===== config.mk =====
export PLATFORM = sky130hd
export DESIGN_NAME = adc_init_sequencer
export DESIGN_NICKNAME = d
export VERILOG_FILES = /design/src/rtl/adcseq_pkg.sv /design/src/rtl/adcseq_step_table.sv /design/src/rtl/adcseq_wait_timer.sv /design/src/rtl/adcseq_ctrl.sv /design/src/rtl/adc_init_sequencer.sv
export SDC_FILE = /design/constraint.sdc
export NUM_CORES = 1
export LEC_CHECK = 0
export CAP_MARGIN = 30
export CORE_ASPECT_RATIO = 2
export CORE_MARGIN = 2
export CORE_UTILIZATION = 56
export CTS_CLUSTER_DIAMETER = 50
export CTS_CLUSTER_SIZE = 30
export DETAILED_ROUTE_END_ITERATION = 8
export PLACE_DENSITY = 0.86
export SLEW_MARGIN = 10
export SYNTH_ARGS = -nofsm -noshare
export SYNTH_HDL_FRONTEND = slang
export SYNTH_SLANG_ARGS = --single-unit

===== constraint.sdc =====
create_clock -name clk -period 6.1 [get_ports clk]
set_input_delay 1.22 -clock clk [delete_from_list [all_inputs] [get_ports clk]]
set_output_delay 1.22 -clock clk [all_outputs]
set_load 0.02 [all_outputs]

===== src/rtl/adcseq_pkg.sv =====
package adcseq_pkg;

    localparam int ADDR_W    = 8;
    localparam int DATA_W    = 8;
    localparam int NCO_W     = 64;
    localparam int NCO_BYTES = NCO_W / 8;
    localparam int PAT_W     = 20;
    localparam int GAIN_FW   = 7;
    localparam int NSTEPS    = 21;
    localparam int STEP_W    = $clog2(NSTEPS);
    localparam int NCO_FIRST = 11;

    localparam logic [ADDR_W-1:0] A_IFMODE  = 8'h07;
    localparam logic [ADDR_W-1:0] A_FUSE    = 8'h13;
    localparam logic [ADDR_W-1:0] A_FCLK    = 8'h19;
    localparam logic [ADDR_W-1:0] A_PAT_HI  = 8'h20;
    localparam logic [ADDR_W-1:0] A_PAT_MID = 8'h21;
    localparam logic [ADDR_W-1:0] A_PAT_LO  = 8'h22;
    localparam logic [ADDR_W-1:0] A_DPEN    = 8'h24;
    localparam logic [ADDR_W-1:0] A_GAIN    = 8'h26;
    localparam logic [ADDR_W-1:0] A_IQORD   = 8'h27;
    localparam logic [ADDR_W-1:0] A_NCO_LO  = 8'h2A;
    localparam logic [ADDR_W-1:0] A_QDEL    = 8'h2E;
    localparam logic [ADDR_W-1:0] A_NCO_HI  = 8'h31;

    typedef enum logic [1:0] {
        LANE_2W   = 2'd0,
        LANE_1W   = 2'd1,
        LANE_HALF = 2'd2,
        LANE_RSVD = 2'd3
    } lane_e;

    typedef enum logic [1:0] {
        RES_14 = 2'd0,
        RES_16 = 2'd1,
        RES_18 = 2'd2,
        RES_20 = 2'd3
    } res_e;

    typedef enum logic [1:0] {
        ST_LAUNCH = 2'd0,
        ST_ISSUE  = 2'd1,
        ST_WAIT   = 2'd2,
        ST_DONE   = 2'd3
    } seq_state_e;

    typedef struct packed {
        lane_e              lane;
        res_e               res;
        logic               cplx;
        logic               scr_on;
        logic [NCO_W-1:0]   nco;
        logic [GAIN_FW-1:0] gain;
    } seq_cfg_t;

    typedef struct packed {
        logic              used;
        logic              is_wait;
        logic [ADDR_W-1:0] addr;
        logic [DATA_W-1:0] data;
    } step_t;

    // Reserved lane code is sequenced as half-wire.
    function automatic lane_e eff_lane(input lane_e l);
        return (l == LANE_RSVD) ? LANE_HALF : l;
    endfunction

    function automatic logic [DATA_W-1:0] ifmode_val(input lane_e l, input res_e r);
        case (eff_lane(l))
            LANE_2W: return (r == RES_16 || r == RES_20) ? 8'h4B : 8'h2B;
            LANE_1W: return 8'h6C;
            default: return 8'h8D;
        endcase
    endfunction

    // bit0 source, bit1 divide, bit2 toggle
    function automatic logic [DATA_W-1:0] fclk_val(input lane_e l, input logic cplx);
        logic src, div, tog;
        src = 1'b0; div = 1'b0; tog = 1'b0;
        if (cplx) begin
            if (eff_lane(l) == LANE_HALF) tog = 1'b1;
            else                          src = 1'b1;
        end else if (eff_lane(l) == LANE_2W) begin
            div = 1'b1;
        end
        return {5'b0, tog, div, src};
    endfunction

    function automatic logic [PAT_W-1:0] pattern_val(input lane_e l, input res_e r,
                                                     input logic cplx);
        if (cplx) return 20'hFFFFF;
        case (eff_lane(l))
            LANE_2W: begin
                case (r)
                    RES_16:  return 20'hFF000;
                    RES_18:  return 20'hFF800;
                    default: return 20'hFFC00;
                endcase
            end
            LANE_1W: return 20'hFE000;
            default: return 20'hFFC00;
        endcase
    endfunction

    // {iq_order, q_delay}
    function automatic logic [1:0] iq_bits(input lane_e l, input logic cplx);
        if (!cplx) return 2'b00;
        case (eff_lane(l))
            LANE_2W: return 2'b10;
            LANE_1W: return 2'b01;
            default: return 2'b11;
        endcase
    endfunction

endpackage


===== src/rtl/adcseq_step_table.sv =====
module adcseq_step_table
    import adcseq_pkg::*;
(
    input  seq_cfg_t          cfg,
    input  logic [STEP_W-1:0] idx,
    output step_t             step
);

    logic [DATA_W-1:0] nco_b [NCO_BYTES];
    logic [PAT_W-1:0]  pat;
    logic [1:0]        iq;
    logic [2:0]        nsel;

    for (genvar g = 0; g < NCO_BYTES; g++) begin : g_nco_bytes
        assign nco_b[g] = cfg.nco[8*g +: 8];
    end

    assign pat  = pattern_val(cfg.lane, cfg.res, cfg.cplx);
    assign iq   = iq_bits(cfg.lane, cfg.cplx);
    assign nsel = 3'(idx - STEP_W'(NCO_FIRST));

    always_comb begin
        step      = '0;
        step.used = 1'b1;
        case (idx)
            5'd0: begin step.addr = A_IFMODE;  step.data = ifmode_val(cfg.lane, cfg.res); end
            5'd1: begin step.addr = A_FUSE;    step.data = 8'h01; end
            5'd2: begin step.is_wait = 1'b1; end
            5'd3: begin step.addr = A_FUSE;    step.data = 8'h00; end
            5'd4: begin step.addr = A_FCLK;    step.data = fclk_val(cfg.lane, cfg.cplx); end
            5'd5: begin step.addr = A_PAT_HI;  step.data = {4'h0, pat[19:16]}; end
            5'd6: begin step.addr = A_PAT_MID; step.data = pat[15:8]; end
            5'd7: begin step.addr = A_PAT_LO;  step.data = pat[7:0]; end
            5'd8: begin step.addr = A_IQORD;   step.data = {7'b0, iq[1]}; end
            5'd9: begin step.addr = A_QDEL;    step.data = {7'b0, iq[0]}; end
            5'd10: begin
                step.used = cfg.scr_on | cfg.cplx;
                step.addr = A_DPEN;
                step.data = {6'b0, cfg.cplx, cfg.scr_on};
            end
            5'd19: begin step.addr = A_GAIN; step.data = {cfg.gain, 1'b1}; end
            5'd20: begin step.addr = A_GAIN; step.data = {cfg.gain, 1'b0}; end
            default: begin
                if (idx >= STEP_W'(NCO_FIRST) && idx < STEP_W'(NCO_FIRST + NCO_BYTES)) begin
                    step.used = cfg.cplx;
                    step.addr = nsel[2] ? (A_NCO_HI + {6'b0, nsel[1:0]})
                                        : (A_NCO_LO + {6'b0, nsel[1:0]});
                    step.data = nco_b[nsel];
                end else begin
                    step.used = 1'b0;
                end
            end
        endcase
    end

endmodule


===== src/rtl/adcseq_wait_timer.sv =====
module adcseq_wait_timer #(
    parameter int unsigned WAIT_CYC = 100_000
) (
    input  logic clk,
    input  logic rst,
    input  logic load,
    output logic expired
);

    localparam int CNT_W = $clog2(WAIT_CYC + 1);

    logic [CNT_W-1:0] cnt;

    always_ff @(posedge clk) begin
        if (rst)               cnt <= '0;
        else if (load)         cnt <= CNT_W'(WAIT_CYC);
        else if (cnt != '0)    cnt <= cnt - CNT_W'(1);
    end

    assign expired = (cnt == '0);

endmodule


===== src/rtl/adcseq_ctrl.sv =====
module adcseq_ctrl
    import adcseq_pkg::*;
(
    input  logic              clk,
    input  logic              rst,
    input  logic              start,
    input  seq_cfg_t          cfg_in,
    input  logic              err_in,
    input  step_t             step,
    input  logic              tmr_expired,
    input  logic              wr_ready,
    output seq_cfg_t          cfg_q,
    output logic [STEP_W-1:0] idx,
    output logic              tmr_load,
    output logic              wr_valid,
    output logic [ADDR_W-1:0] wr_addr,
    output logic [DATA_W-1:0] wr_data,
    output logic              busy,
    output logic              done,
    output logic              cfg_err
);

    seq_state_e state;
    logic       fire;
    logic       last;

    assign wr_valid = (state == ST_ISSUE) && step.used && !step.is_wait;
    assign wr_addr  = step.addr;
    assign wr_data  = step.data;
    assign fire     = wr_valid && wr_ready;
    assign tmr_load = (state == ST_ISSUE) && step.used && step.is_wait;
    assign last     = (idx == STEP_W'(NSTEPS - 1));
    assign busy     = (state != ST_DONE);
    assign done     = (state == ST_DONE);

    always_ff @(posedge clk) begin
        if (rst) begin
            state   <= ST_LAUNCH;
            idx     <= '0;
            cfg_q   <= '0;
            cfg_err <= 1'b0;
        end else begin
            case (state)
                ST_LAUNCH: begin
                    cfg_q   <= cfg_in;
                    cfg_err <= err_in;
                    idx     <= '0;
                    state   <= ST_ISSUE;
                end
                ST_ISSUE: begin
                    if (tmr_load) begin
                        state <= ST_WAIT;
                    end else if (!step.used || fire) begin
                        if (last) state <= ST_DONE;
                        else      idx   <= idx + STEP_W'(1);
                    end
                end
                ST_WAIT: begin
                    if (tmr_expired) begin
                        state <= ST_ISSUE;
                        idx   <= idx + STEP_W'(1);
                    end
                end
                default: begin
                    if (start) begin
                        cfg_q   <= cfg_in;
                        cfg_err <= err_in;
                        idx     <= '0;
                        state   <= ST_ISSUE;
                    end
                end
            endcase
        end
    end

    // the fuse clear write is only accepted once the timer has run out
    a_r2_fuse_waited: assert property (@(posedge clk) disable iff (rst)
        (fire && wr_addr == A_FUSE && wr_data == 8'h00) |-> tmr_expired);

    // back-pressure holds the offered write
    a_r11_hold_write: assert property (@(posedge clk) disable iff (rst)
        (wr_valid && !wr_ready) |=> (wr_valid && $stable(wr_addr) && $stable(wr_data)));

    // captured configuration is frozen while the sequence runs
    a_r12_cfg_locked: assert property (@(posedge clk) disable iff (rst)
        (state == ST_ISSUE || state == ST_WAIT) |=> $stable(cfg_q));

    // done stays until a start pulse
    a_r12_done_sticky: assert property (@(posedge clk) disable iff (rst)
        (done && !start) |=> done);

    // error flag only changes at a launch
    a_r8_err_locked: assert property (@(posedge clk) disable iff (rst)
        (busy && state != ST_LAUNCH) |=> $stable(cfg_err));

endmodule


===== src/rtl/adc_init_sequencer.sv =====
module adc_init_sequencer
    import adcseq_pkg::*;
#(
    parameter int unsigned CLK_HZ = 100_000_000,
    parameter int unsigned GAIN_W = 4
) (
    input  logic              clk,
    input  logic              rst,
    input  logic              start,
    input  logic [1:0]        lane_mode,
    input  logic [1:0]        out_res,
    input  logic              cplx_dec_en,
    input  logic              scramble_req,
    input  logic [63:0]       nco_freq,
    input  logic [GAIN_W-1:0] ddc_gain,
    output logic              wr_valid,
    input  logic              wr_ready,
    output logic [7:0]        wr_addr,
    output logic [7:0]        wr_data,
    output logic              busy,
    output logic              done,
    output logic              cfg_err
);

    localparam int unsigned WAIT_RAW = CLK_HZ / 1000;
    localparam int unsigned WAIT_CYC = (WAIT_RAW == 0) ? 1 : WAIT_RAW;

    seq_cfg_t          cfg_in, cfg_q;
    logic              err_in;
    step_t             step;
    logic [STEP_W-1:0] idx;
    logic              tmr_load, tmr_expired;
    lane_e             lane_in;

    assign lane_in = lane_e'(lane_mode);

    always_comb begin
        cfg_in        = '0;
        cfg_in.lane   = lane_in;
        cfg_in.res    = res_e'(out_res);
        cfg_in.cplx   = cplx_dec_en;
        cfg_in.scr_on = scramble_req && (lane_in == LANE_2W);
        cfg_in.nco    = nco_freq;
        cfg_in.gain   = GAIN_FW'(ddc_gain);
    end

    assign err_in = (scramble_req && lane_in != LANE_2W) || (lane_in == LANE_RSVD);

    adcseq_step_table u_table (
        .cfg  (cfg_q),
        .idx  (idx),
        .step (step)
    );

    adcseq_wait_timer #(.WAIT_CYC(WAIT_CYC)) u_timer (
        .clk     (clk),
        .rst     (rst),
        .load    (tmr_load),
        .expired (tmr_expired)
    );

    adcseq_ctrl u_ctrl (
        .clk         (clk),
        .rst         (rst),
        .start       (start),
        .cfg_in      (cfg_in),
        .err_in      (err_in),
        .step        (step),
        .tmr_expired (tmr_expired),
        .wr_ready    (wr_ready),
        .cfg_q       (cfg_q),
        .idx         (idx),
        .tmr_load    (tmr_load),
        .wr_valid    (wr_valid),
        .wr_addr     (wr_addr),
        .wr_data     (wr_data),
        .busy        (busy),
        .done        (done),
        .cfg_err     (cfg_err)
    );

    // nothing is offered or finished during reset
    a_r1_reset_quiet: assert property (@(posedge clk)
        rst |=> (!done && busy));

endmodule


==> impl_metrics.json <==
{
  "powerDensity_mw_per_mm2": 334,
  "drt_pass1_iterations": 5,
  "crit_type": "reg -> out",
  "hold_depth": 2,
  "area.growth.synth_to_final_pct": 24.5,
  "synth_seq_area_share": 0.389,
  "antenna_found_initial": 0,
  "netlist_area_sq_mm": 0.00509,
  "antenna_cells": 0,
  "grt_start_max_net_pins": 77,
  "fin_nets": 789,
  "grt_pass1_vias": 4734,
  "fin_skew_ns": 0.00574,
  "die_w_um": 71.4,
  "fillers": 719,
  "cts-hold-fix-buffers": 0,
  "core-area_sq_mm": 0.00889,
  "clkTransAtPathRegs_ns": 0.07,
  "holdPathEnd": "u_ctrl.cfg_q[54]$_SDFFE_PP0P_",
  "holdCritStartpoint": "u_ctrl.cfg_q[54]$_SDFFE_PP0P_",
  "min_path_type": "reg -> reg",
  "start_util": 0.573,
  "pin_count": 98,
  "slew_headroom": 0.402,
  "place_congestion": 0.928,
  "regToRegStartpoint": "u_ctrl.idx[0]$_SDFFE_PP0P_",
  "grt_first_pass_wirelength_um": 22700,
  "r2r_slack_ns": 3.46,
  "power_leakage_nw": 2.36,
  "cts_buffer_depth": 2,
  "post-route-drc-count": 0,
  "ant_nets": 0,
  "synth_seq_cells": 99,
  "power.total_mw": 2.12,
  "syn_avg_cell_area_sq_um": 8.02,
  "synth_cell_types": 63,
  "first_iter_violations": 347,
  "htreeDepth": 3,
  "finalCritPeriodShare": 0.779,
  "synthCells": 635,
  "tightest_slew_ns": 0.898,
  "clock-root-buffer": "clkbuf_16",
  "numCtsBuffers": 9,
  "peakVddDrop_uv": 263,
  "cts_tree": "done",
  "grt_overflow": 0,
  "hold_viol": 0,
  "clock_sinks": 99,
  "worstPathArrival_ns": 3.53,
  "rows": 49,
  "die-area_sq_mm": 0.00992,
  "endpoint_kind": "output pin",
  "synth-main-ff-cell": "dfxtp_1",
  "wl_per_cell_um": 17.5,
  "synth_edf_count": 0,
  "r2r-end": "u_ctrl.idx[2]$_SDFFE_PP0P_",
  "cp.required_ns": 4.88,
  "die_height_um": 139,
  "cap_violations": 0,
  "viasPerCell": 6.01,
  "setup-violations-final": 0,
  "layout-drive-gt1-share": 0.0809,
  "insertion_delay_ns": 0.35,
  "slew_violations": 0,
  "tns_ns": 0,
  "port-buffer-count": 95,
  "grt_use_total": 0.291,
  "dpl.hpwl_um": 10200,
  "rsz0062_at_grt": "false",
  "async_flop_share": 0,
  "setup_ws_ns": 1.35,
  "rr_worst_depth": 8,
  "vias": 4849,
  "max_freq_mhz": 210,
  "cp-start-kind": "register",
  "drt_wl_total_um": 14100,
  "yosysWarnings": 0,
  "pre_cts_ws_ns": 1.71,
  "post_cts.repair.setup_buffers": 0,
  "ctsResizeCount": 0,
  "outcome": "finished, final reports clean",
  "crit_fanout": 18,
  "period_minus_slack_ns": 4.75
}
## cell usage in the layout, fill, tap and decap left out, types with 3 or more instances in the layout
cell	Yosys	routed
mux4_2	16	16
nor2b_1	4	4
xnor2_1	8	8
a311oi_1	3	3
clkbuf_16	0	9
mux2i_1	12	12
or3_1	3	3
o22ai_1	3	3
xor2_1	3	3
a31oi_1	3	3
ha_1	11	11
nand2b_1	10	10
nor4_1	4	4
buf_4	2	6
nor3_1	11	11
a21oi_1	103	103
nand3_1	4	4
nand2_1	164	164
nor2_1	30	29
o21ai_0	29	29
inv_1	15	15
dfxtp_1	99	99
clkdlybuf4s50_1	0	94
## report_power, final
| group | internal, mW | switching [mW] | total, mW |
|---|---|---|---|
| registers | 0.745 | 0.0878 | 0.833 |
| clock network | 0.326 | 0.265 | 0.591 |
| logic | 0.325 | 0.371 | 0.696 |
| total | 1.40 | 0.724 | 2.12 |
## state kept, by name (all words and copies together), names as in the netlist
register,count
u_ctrl.cfg_err,1
u_ctrl.cfg_q,74
u_ctrl.idx,5
u_ctrl.state,2
u_timer.cnt,17
## per-stage QoR
| step | hold WS, ns | cell area, sq um | instances | utilization |
|---|---|---|---|---|
| after floorplan | 0.433 | 5100 | 636 | - |
| after global placement | 0.440 | 6030 | 791 | 0.678 |
| after detailed placement | 0.445 | 6030 | 791 | 0.678 |
| after CTS | 0.457 | 6340 | 807 | 0.714 |
| after global routing | 0.474 | 6340 | 807 | 0.714 |
| final | 0.457 | 6340 | 807 | 0.714 |
## how the worst max path moves through the flow
stage,startpoint,endpoint,slack (ns),depth (start not counted)
final,u_ctrl.idx[0]$_SDFFE_PP0P_,wr_data[0],1.35,7
after CTS,u_ctrl.idx[0]$_SDFFE_PP0P_,wr_data[0],1.33,7
after global routing,u_ctrl.idx[0]$_SDFFE_PP0P_,wr_data[0],1.14,7
after detailed placement,u_ctrl.idx[0]$_SDFFE_PP0P_,wr_data[0],1.71,7
after global placement,u_ctrl.idx[0]$_SDFFE_PP0P_,wr_data[0],1.80,7
after floorplan,u_ctrl.idx[0]$_SDFFE_PP0P_,wr_data[0],1.75,11
## synthesized netlist by cell type (8+ instances only)
cell type	count	share of area
o21ai_0	29	0.028
a21oi_1	103	0.10
mux4_2	16	0.071
mux2i_1	12	0.024
inv_1	15	0.011
nand2b_1	10	0.012
nor2_1	30	0.022
ha_1	11	0.027
dfxtp_1	99	0.39
nor3_1	11	0.011
nand2_1	164	0.12
xnor2_1	8	0.014
clkbuf_1	39	0.029
## logic make-up (layout without fill, tap and decap cells)
| group | after synthesis | count (layout) | synth area share |
|---|---|---|---|
| and+or+nand+nor | 250 | 250 | 0.219 |
| adders and majority gates | 11 | 11 | 0.0270 |
| xor gates and xnor gates | 11 | 11 | 0.0189 |
| muxes | 30 | 30 | 0.0987 |
| other | 1 | 2 | 0.000736 |
| DFF | 99 | 99 | 0.389 |
| buffers and inverters | 63 | 132 | 0.0489 |
| AOI/OAI and AO/OA | 170 | 170 | 0.198 |
## metal layers
layer / vias to the layer above / track usage / routed length, um
li1: 2338 / - / -
met1: 2264 / 0.313 / 4850
met2: 194 / 0.532 / 7940
met3: 53 / 0.0371 / 610
met4: 0 / 0.158 / 711
met5: - / 0 / 0
## critical path, stage by stage, from the launching register on
cell and delay, ns:
dfxtp_1 0.50, inv_1 0.14, ha_1 0.90, mux4_2 0.59, mux2i_1 0.16, nor2_1 0.06
a211o_1 0.28, clkdlybuf4s50_1 0.55
## layout make-up
| class | instances | area, sq um | share of cell area |
|---|---|---|---|
| clock buffer | 9 | 225 | 0.0355 |
| clock inverter | 7 | 87.6 | 0.0138 |
| inverter | 15 | 56.3 | 0.00888 |
| multi-input combinational | 474 | 2870 | 0.453 |
| sequential | 99 | 1980 | 0.312 |
| tap | 102 | 128 | 0.0201 |
| timing repair buffer | 101 | 991 | 0.156 |
(Power assumes the default switching activity.)
